File: config.mk
export PLATFORM = sky130hd
export DESIGN_NAME = sdram_init_seq
export DESIGN_NICKNAME = d
export VERILOG_FILES = /design/src/rtl/sdram_init_pkg.sv /design/src/rtl/sdram_init_ctrl.sv /design/src/rtl/sdram_init_dp.sv /design/src/rtl/sdram_init_seq.sv
export SDC_FILE = /design/constraint.sdc
export NUM_CORES = 1
export LEC_CHECK = 0
export CAP_MARGIN = 25
export CORE_AREA = 2 2 69 45
export CTS_CLUSTER_SIZE = 28
export DETAILED_ROUTE_END_ITERATION = 10
export DIE_AREA = 0 0 71 47
export DONT_BUFFER_PORTS = 1
export GPL_ROUTABILITY_DRIVEN = 0
export PLACE_DENSITY = 0.8
export SLEW_MARGIN = 30
export SYNTH_ARGS = -nofsm -noshare
export SYNTH_HDL_FRONTEND = slang
export SYNTH_SLANG_ARGS = --single-unit
File: constraint.sdc
create_clock -name clk -period 3.2 [get_ports clk]
set_input_delay 0.16 -clock clk [delete_from_list [all_inputs] [get_ports clk]]
set_output_delay 0.16 -clock clk [all_outputs]
set_load 0.005 [all_outputs]
File: src/rtl/sdram_init_pkg.sv
package sdram_init_pkg;

  typedef enum logic [2:0] {
    CMD_NOP       = 3'd0,
    CMD_PRECHARGE = 3'd1,
    CMD_REFRESH   = 3'd2,
    CMD_MODESET   = 3'd3,
    CMD_NORMAL    = 3'd4
  } cmdCode_e;

  typedef enum logic [2:0] {
    GAP_POWER,
    GAP_NOP,
    GAP_PRE,
    GAP_REF,
    GAP_MRS,
    GAP_NORM
  } gapSel_e;

  // Strobes from control to datapath, valid for one cycle.
  typedef struct packed {
    logic     issue;
    cmdCode_e code;
    logic     loadTimer;
    gapSel_e  gapSel;
    logic     refLoad;
    logic     refDec;
    logic     finish;
  } ctrlStrobe_t;

  // Nanoseconds to cycles, rounded up.
  function automatic int nsToCycles(input int ns, input int mhz);
    return (ns * mhz + 999) / 1000;
  endfunction

  function automatic int maxOf(input int a, input int b);
    return (a > b) ? a : b;
  endfunction

endpackage

File: src/rtl/sdram_init_ctrl.sv
module sdram_init_ctrl
  import sdram_init_pkg::*;
(
  input  logic        clk,
  input  logic        rstN,
  input  logic        start,
  input  logic        timerZero,
  input  logic        refLast,
  output ctrlStrobe_t strobe
);

  typedef enum logic [2:0] {
    S_IDLE, S_POWER, S_NOPW, S_PREW, S_REFW, S_MRSW, S_NORMW, S_DONE
  } state_e;

  state_e state, stateNext;

  always_ff @(posedge clk or negedge rstN) begin
    if (!rstN) state <= S_IDLE;
    else       state <= stateNext;
  end

  always_comb begin
    stateNext        = state;
    strobe           = '0;
    strobe.code      = CMD_NOP;
    strobe.gapSel    = GAP_POWER;
    unique case (state)
      S_IDLE: begin
        if (start) begin
          strobe.loadTimer = 1'b1;
          strobe.gapSel    = GAP_POWER;
          stateNext        = S_POWER;
        end
      end
      S_POWER: begin
        if (timerZero) begin
          strobe.issue     = 1'b1;
          strobe.code      = CMD_NOP;
          strobe.loadTimer = 1'b1;
          strobe.gapSel    = GAP_NOP;
          stateNext        = S_NOPW;
        end
      end
      S_NOPW: begin
        if (timerZero) begin
          strobe.issue     = 1'b1;
          strobe.code      = CMD_PRECHARGE;
          strobe.loadTimer = 1'b1;
          strobe.gapSel    = GAP_PRE;
          stateNext        = S_PREW;
        end
      end
      S_PREW: begin
        if (timerZero) begin
          strobe.issue     = 1'b1;
          strobe.code      = CMD_REFRESH;
          strobe.loadTimer = 1'b1;
          strobe.gapSel    = GAP_REF;
          strobe.refLoad   = 1'b1;
          stateNext        = S_REFW;
        end
      end
      S_REFW: begin
        if (timerZero) begin
          strobe.issue     = 1'b1;
          strobe.loadTimer = 1'b1;
          if (refLast) begin
            strobe.code   = CMD_MODESET;
            strobe.gapSel = GAP_MRS;
            stateNext     = S_MRSW;
          end else begin
            strobe.code   = CMD_REFRESH;
            strobe.gapSel = GAP_REF;
            strobe.refDec = 1'b1;
          end
        end
      end
      S_MRSW: begin
        if (timerZero) begin
          strobe.issue     = 1'b1;
          strobe.code      = CMD_NORMAL;
          strobe.loadTimer = 1'b1;
          strobe.gapSel    = GAP_NORM;
          stateNext        = S_NORMW;
        end
      end
      S_NORMW: begin
        if (timerZero) begin
          strobe.finish = 1'b1;
          stateNext     = S_DONE;
        end
      end
      default: stateNext = S_DONE;
    endcase
  end

  AST_START_IGNORED: assert property (@(posedge clk) disable iff (!rstN)
    (state != S_IDLE) |=> (state != S_IDLE));

  AST_MRS_AFTER_LAST_REF: assert property (@(posedge clk) disable iff (!rstN)
    (strobe.issue && strobe.code == CMD_MODESET) |-> refLast);

  AST_ISSUE_ON_EXPIRY: assert property (@(posedge clk) disable iff (!rstN)
    strobe.issue |-> timerZero);

endmodule

File: src/rtl/sdram_init_dp.sv
module sdram_init_dp
  import sdram_init_pkg::*;
#(
  parameter int POWER_CYC     = 2,
  parameter int NOP_CYC       = 2,
  parameter int PRE_CYC       = 2,
  parameter int REF_CYC       = 2,
  parameter int MRS_CYC       = 2,
  parameter int NORM_CYC      = 1,
  parameter int TIMER_W       = 4,
  parameter int REFRESH_COUNT = 8,
  parameter int REF_CNT_W     = 4,
  parameter int MODE_W        = 13,
  parameter logic [MODE_W-1:0] MODE_VALUE = '0
) (
  input  logic              clk,
  input  logic              rstN,
  input  ctrlStrobe_t       strobe,
  output logic              timerZero,
  output logic              refLast,
  output logic              cmdValid,
  output cmdCode_e          cmdCode,
  output logic [MODE_W-1:0] modeValue,
  output logic              refreshEnable,
  output logic              initDone
);

  logic [TIMER_W-1:0]   timer;
  logic [TIMER_W-1:0]   loadVal;
  logic [REF_CNT_W-1:0] refCnt;

  always_comb begin
    unique case (strobe.gapSel)
      GAP_POWER: loadVal = TIMER_W'(POWER_CYC - 1);
      GAP_NOP:   loadVal = TIMER_W'(NOP_CYC - 1);
      GAP_PRE:   loadVal = TIMER_W'(PRE_CYC - 1);
      GAP_REF:   loadVal = TIMER_W'(REF_CYC - 1);
      GAP_MRS:   loadVal = TIMER_W'(MRS_CYC - 1);
      default:   loadVal = TIMER_W'(NORM_CYC - 1);
    endcase
  end

  assign timerZero = (timer == '0);
  assign refLast   = (refCnt == '0);

  always_ff @(posedge clk or negedge rstN) begin
    if (!rstN)                 timer <= '0;
    else if (strobe.loadTimer) timer <= loadVal;
    else if (!timerZero)       timer <= timer - 1'b1;
  end

  always_ff @(posedge clk or negedge rstN) begin
    if (!rstN)                        refCnt <= '0;
    else if (strobe.refLoad)          refCnt <= REF_CNT_W'(REFRESH_COUNT - 1);
    else if (strobe.refDec && !refLast) refCnt <= refCnt - 1'b1;
  end

  always_ff @(posedge clk or negedge rstN) begin
    if (!rstN) begin
      cmdValid      <= 1'b0;
      cmdCode       <= CMD_NOP;
      modeValue     <= '0;
      refreshEnable <= 1'b0;
      initDone      <= 1'b0;
    end else begin
      cmdValid <= strobe.issue;
      if (strobe.issue)                cmdCode <= strobe.code;
      else if (cmdCode != CMD_NORMAL)  cmdCode <= CMD_NOP;
      modeValue <= (strobe.issue && strobe.code == CMD_MODESET) ? MODE_VALUE : '0;
      if (strobe.finish) begin
        refreshEnable <= 1'b1;
        initDone      <= 1'b1;
      end
    end
  end

  AST_VALID_SINGLE: assert property (@(posedge clk) disable iff (!rstN)
    cmdValid |=> !cmdValid);

  AST_MODE_ONLY_MRS: assert property (@(posedge clk) disable iff (!rstN)
    (modeValue != '0) |-> (cmdValid && cmdCode == CMD_MODESET));

  AST_NORMAL_HOLD: assert property (@(posedge clk) disable iff (!rstN)
    (cmdCode == CMD_NORMAL) |=> (cmdCode == CMD_NORMAL));

  AST_REFEN_AFTER_NORMAL: assert property (@(posedge clk) disable iff (!rstN)
    $rose(refreshEnable) |-> (cmdCode == CMD_NORMAL && !cmdValid));

  AST_DONE_STICKY: assert property (@(posedge clk) disable iff (!rstN)
    initDone |=> initDone);

endmodule

File: src/rtl/sdram_init_seq.sv
module sdram_init_seq
  import sdram_init_pkg::*;
#(
  parameter int CLK_MHZ       = 100,
  parameter int POWER_US      = 200,
  parameter int NOP_US        = 200,
  parameter int NOP_MIN_CLK   = 200,
  parameter int TRP_NS        = 20,
  parameter int TRC_NS        = 70,
  parameter int GAP_US        = 1,
  parameter int MRS_CLK       = 2,
  parameter int REFRESH_COUNT = 8,
  parameter int MODE_W        = 13,
  parameter logic [MODE_W-1:0] MODE_VALUE = MODE_W'(12'h1D0)
) (
  input  logic              clk,
  input  logic              rstN,
  input  logic              start,
  output logic              cmdValid,
  output logic [2:0]        cmdCode,
  output logic [MODE_W-1:0] modeValue,
  output logic              refreshEnable,
  output logic              initDone
);

  localparam int GAP_CYC   = GAP_US * CLK_MHZ;
  localparam int POWER_CYC = maxOf(POWER_US * CLK_MHZ, 1);
  localparam int NOP_CYC   = maxOf(maxOf(NOP_US * CLK_MHZ, NOP_MIN_CLK), 2);
  localparam int PRE_CYC   = maxOf(maxOf(nsToCycles(TRP_NS, CLK_MHZ), GAP_CYC), 2);
  localparam int REF_CYC   = maxOf(maxOf(nsToCycles(TRC_NS, CLK_MHZ), GAP_CYC), 2);
  localparam int MRS_CYC   = maxOf(MRS_CLK, 2);
  localparam int NORM_CYC  = maxOf(GAP_CYC, 1);
  localparam int MAX_CYC   = maxOf(maxOf(maxOf(POWER_CYC, NOP_CYC), maxOf(PRE_CYC, REF_CYC)),
                                   maxOf(MRS_CYC, NORM_CYC));
  localparam int TIMER_W   = $clog2(MAX_CYC + 1);
  localparam int REF_CNT_W = $clog2(REFRESH_COUNT) + 1;

  ctrlStrobe_t strobe;
  logic        timerZero;
  logic        refLast;
  cmdCode_e    cmdCodeInt;

  sdram_init_ctrl u_ctrl (
    .clk       (clk),
    .rstN      (rstN),
    .start     (start),
    .timerZero (timerZero),
    .refLast   (refLast),
    .strobe    (strobe)
  );

  sdram_init_dp #(
    .POWER_CYC     (POWER_CYC),
    .NOP_CYC       (NOP_CYC),
    .PRE_CYC       (PRE_CYC),
    .REF_CYC       (REF_CYC),
    .MRS_CYC       (MRS_CYC),
    .NORM_CYC      (NORM_CYC),
    .TIMER_W       (TIMER_W),
    .REFRESH_COUNT (REFRESH_COUNT),
    .REF_CNT_W     (REF_CNT_W),
    .MODE_W        (MODE_W),
    .MODE_VALUE    (MODE_VALUE)
  ) u_dp (
    .clk           (clk),
    .rstN          (rstN),
    .strobe        (strobe),
    .timerZero     (timerZero),
    .refLast       (refLast),
    .cmdValid      (cmdValid),
    .cmdCode       (cmdCodeInt),
    .modeValue     (modeValue),
    .refreshEnable (refreshEnable),
    .initDone      (initDone)
  );

  assign cmdCode = cmdCodeInt;

endmodule

==> impl_metrics.yaml <==
run_status:
  status: "finished clean"
global_route:
  grt.total_usage_pct: 22.3
  antenna_found_initial: 0
  grt_start_max_net_pins: 29
  grt_pass1_wl_mm: 5.70
  globalRouteOverflowTotal: 0
  grt_pass1_vias: 1148
setup_path:
  worstPathArrival_ns: 2.49
  critPathMaxFanout: 13
  end_kind: "flop"
  path_delay_family: "simple AND/OR/NAND/NOR gates"
  critPathBufInv: 2
  path_cells: "inv_1 > ha_1 > nor4b_4 > nand4_1 > buf_4 > o31ai_1 > a22o_1"
  crit_type: "reg2reg"
  required_ns: 3.42
  cp_slowest_stage_delay_ns: 0.41
  crit_path_start_kind: "flop"
  cpMaxStageDelayCell: "dfrtp_1"
sta:
  min_period_over_period_pct: 70.9
  slew_headroom_pct: 60.0
  setup_tns_ns: 0
  fin_ws_ns: 0.930
  fmax_ghz: 0.441
  worst_pin_slew_ns: 0.599
  finalMaxSlewViolations: 0
  holdWs_ns: 0.159
  skew_ns: 0.00394
  min_period_ns: 2.27
  finalSetupViolCount: 0
  final_hold_viol_count: 0
  rsz0062_at_grt: "false"
synth:
  ys_types: 44
  yosysWarnings: 0
  ys_ff_latch: 28
  synth_area_um2: 1680
  synthFlopType: "dfrtp_1"
  async_reset_ff_share_pct: 100
  ys_seq_area_share_pct: 41.8
  synth_edf_count: 0
  synth.avg_cell_area_um2: 9.11
  netlist_instances: 184
power_and_ir_drop:
  power_density_nw_per_um2: 555
  ir_drop_uv: 483
  p_leak_nw: 0.728
die:
  die_w_um: 71
  row_count: 15
  ioPinCount: 22
  die_height_um: 47
  die_area_um2: 3340
  core_um2: 2720
  start_util_pct: 61.6
clock_network:
  cts_tree: "done"
  clk_pin_slew_ns: 0.10
  insertion_delay_ns: 0.27
  htree_levels: 1
  cts_max_path_buffers: 2
  cts-root-buf: "clkbuf_8"
  numCtsBuffers: 3
  clock_sinks: 28
  cts_setup_buffers: 0
detailed_routing:
  drt_iter0_drc: 109
  post_drt_wl_per_cell_um: 16.1
  via_per_inst: 6.29
  ant_nets: 0
  drc: 0
  dr_total_vias: 1334
  routed_wl_mm: 3.41
  drt_pass1_iterations: 4
layout:
  n_antenna_cell: 0
  utilization_pct: 62.3
  syn_to_final_growth_pct: 1.19
  instances_no_fill: 212
  final_cell_mix: "28 x dfrtp_1, 18 x nor2_1, 10 x a21oi_1"
  layout_commonest_cell: "dfrtp_1"
  layout-drive-gt1-share_pct: 6.74
  layout.nets: 185
run:
  maxCapViolations: 0
place:
  dpl_worst_slack_ns: 0.980
  numPortBuffers: 0
  placed_cells: 206
  dp_hpwl_mm: 2.50
min_path:
  hold_class: "in2reg"
-- where the power goes --
group / internal [mW] / switching [mW]
Sequential: 0.421 / 0.102
Clock: 0.110 / 0.109
Combinational: 0.0934 / 0.106
-- logic make-up after synthesis --
logic type	share of synthesized area, %
buffers and inverters	10.0
AO/OA/AOI/OAI	14.3
adder cells (fa/ha/maj)	2.24
flip-flops	41.8
XOR/XNOR	2.61
other	0.224
multiplexers	1.79
AND/OR/NAND/NOR	27.0
-- cell usage after synthesis (all sizes together) (3+ instances only) --
cell type,count,area (µm²)
o21ai,8,40.0
a31oi,3,18.8
buf,18,134
dfrtp,28,701
o22ai,3,18.8
xnor2,4,35.0
nor2,18,67.6
clkbuf,3,11.3
nor4,5,31.3
nand2,9,33.8
inv,6,22.5
or4,3,22.5
a21oi,10,50.1
mux2i,3,30.0
nand3,6,30.0
nor3,11,65.1
or3,5,31.3
nand4,5,31.3
o31ai,5,37.5
ha,3,37.5
-- through the flow --
stage,instance area (µm²),total power [mW]
2_1_floorplan,1710,0.666
3_3_place_gp,1610,0.698
3_5_place_dp,1610,0.713
4_1_cts,1700,0.940
5_1_grt,1700,0.999
6_report,1700,0.942
-- what timing repair did --
| action | CTS | global route |
|---|---|---|
| resized for setup | 0 | 0 |
| endpoints found under the hold margin | 28 | 0 |
| hold buffers | 2 | 0 |
-- worst reg2reg max path, delay by kind of cell (launching register included) --
| kind | cells | cell delay [ns] |
|---|---|---|
| adders and majority gates | 1 | 0.19 |
| buffers and inverters | 2 | 0.45 |
| AOI/OAI and AO/OA | 2 | 0.51 |
| DFF | 1 | 0.41 |
| and+or+nand+nor | 2 | 0.67 |
-- flip-flops by register name, indices dropped and copies added (netlist names) --
signal,flops
u_dp.timer,15
u_dp.refCnt,4
u_dp.refreshEnable,1
u_dp.modeValue,1
u_dp.cmdCode,3
u_ctrl.state,3
u_dp.cmdValid,1
-- cell type report --
class	instances	area (µm²)
clock buffers	4	55.1
fillers	220	1020
inverters	6	22.5
repair buffers	3	37.5
well taps	34	42.5
flip-flops and latches	28	701
multi-input cells	137	838
-- per-layer routing --
metal	vias to the layer above	GRT usage, %	wire length, µm
met3	2	6.01	278
li1	635	-	-
met5	-	0	0
met4	0	2.26	9
met1	635	35.1	1730
met2	62	31.8	1390
-- final timing paths --
kind	from	cells after the start	slack, ns	end
max	u_dp.timer[0]	7	0.93	u_ctrl.state[0]
min	start	2	0.16	u_ctrl.state[0]
max reg2reg	u_dp.timer[0]	7	0.93	u_ctrl.state[0]
min reg2reg	u_dp.refreshEnable	1	0.54	u_dp.refreshEnable
max in group asynchronous	rstN	2	2.74	u_ctrl.state[2]
min in group asynchronous	rstN	2	0.30	u_dp.timer[8]
No activity file was read; power rests on OpenSTA's default activity.
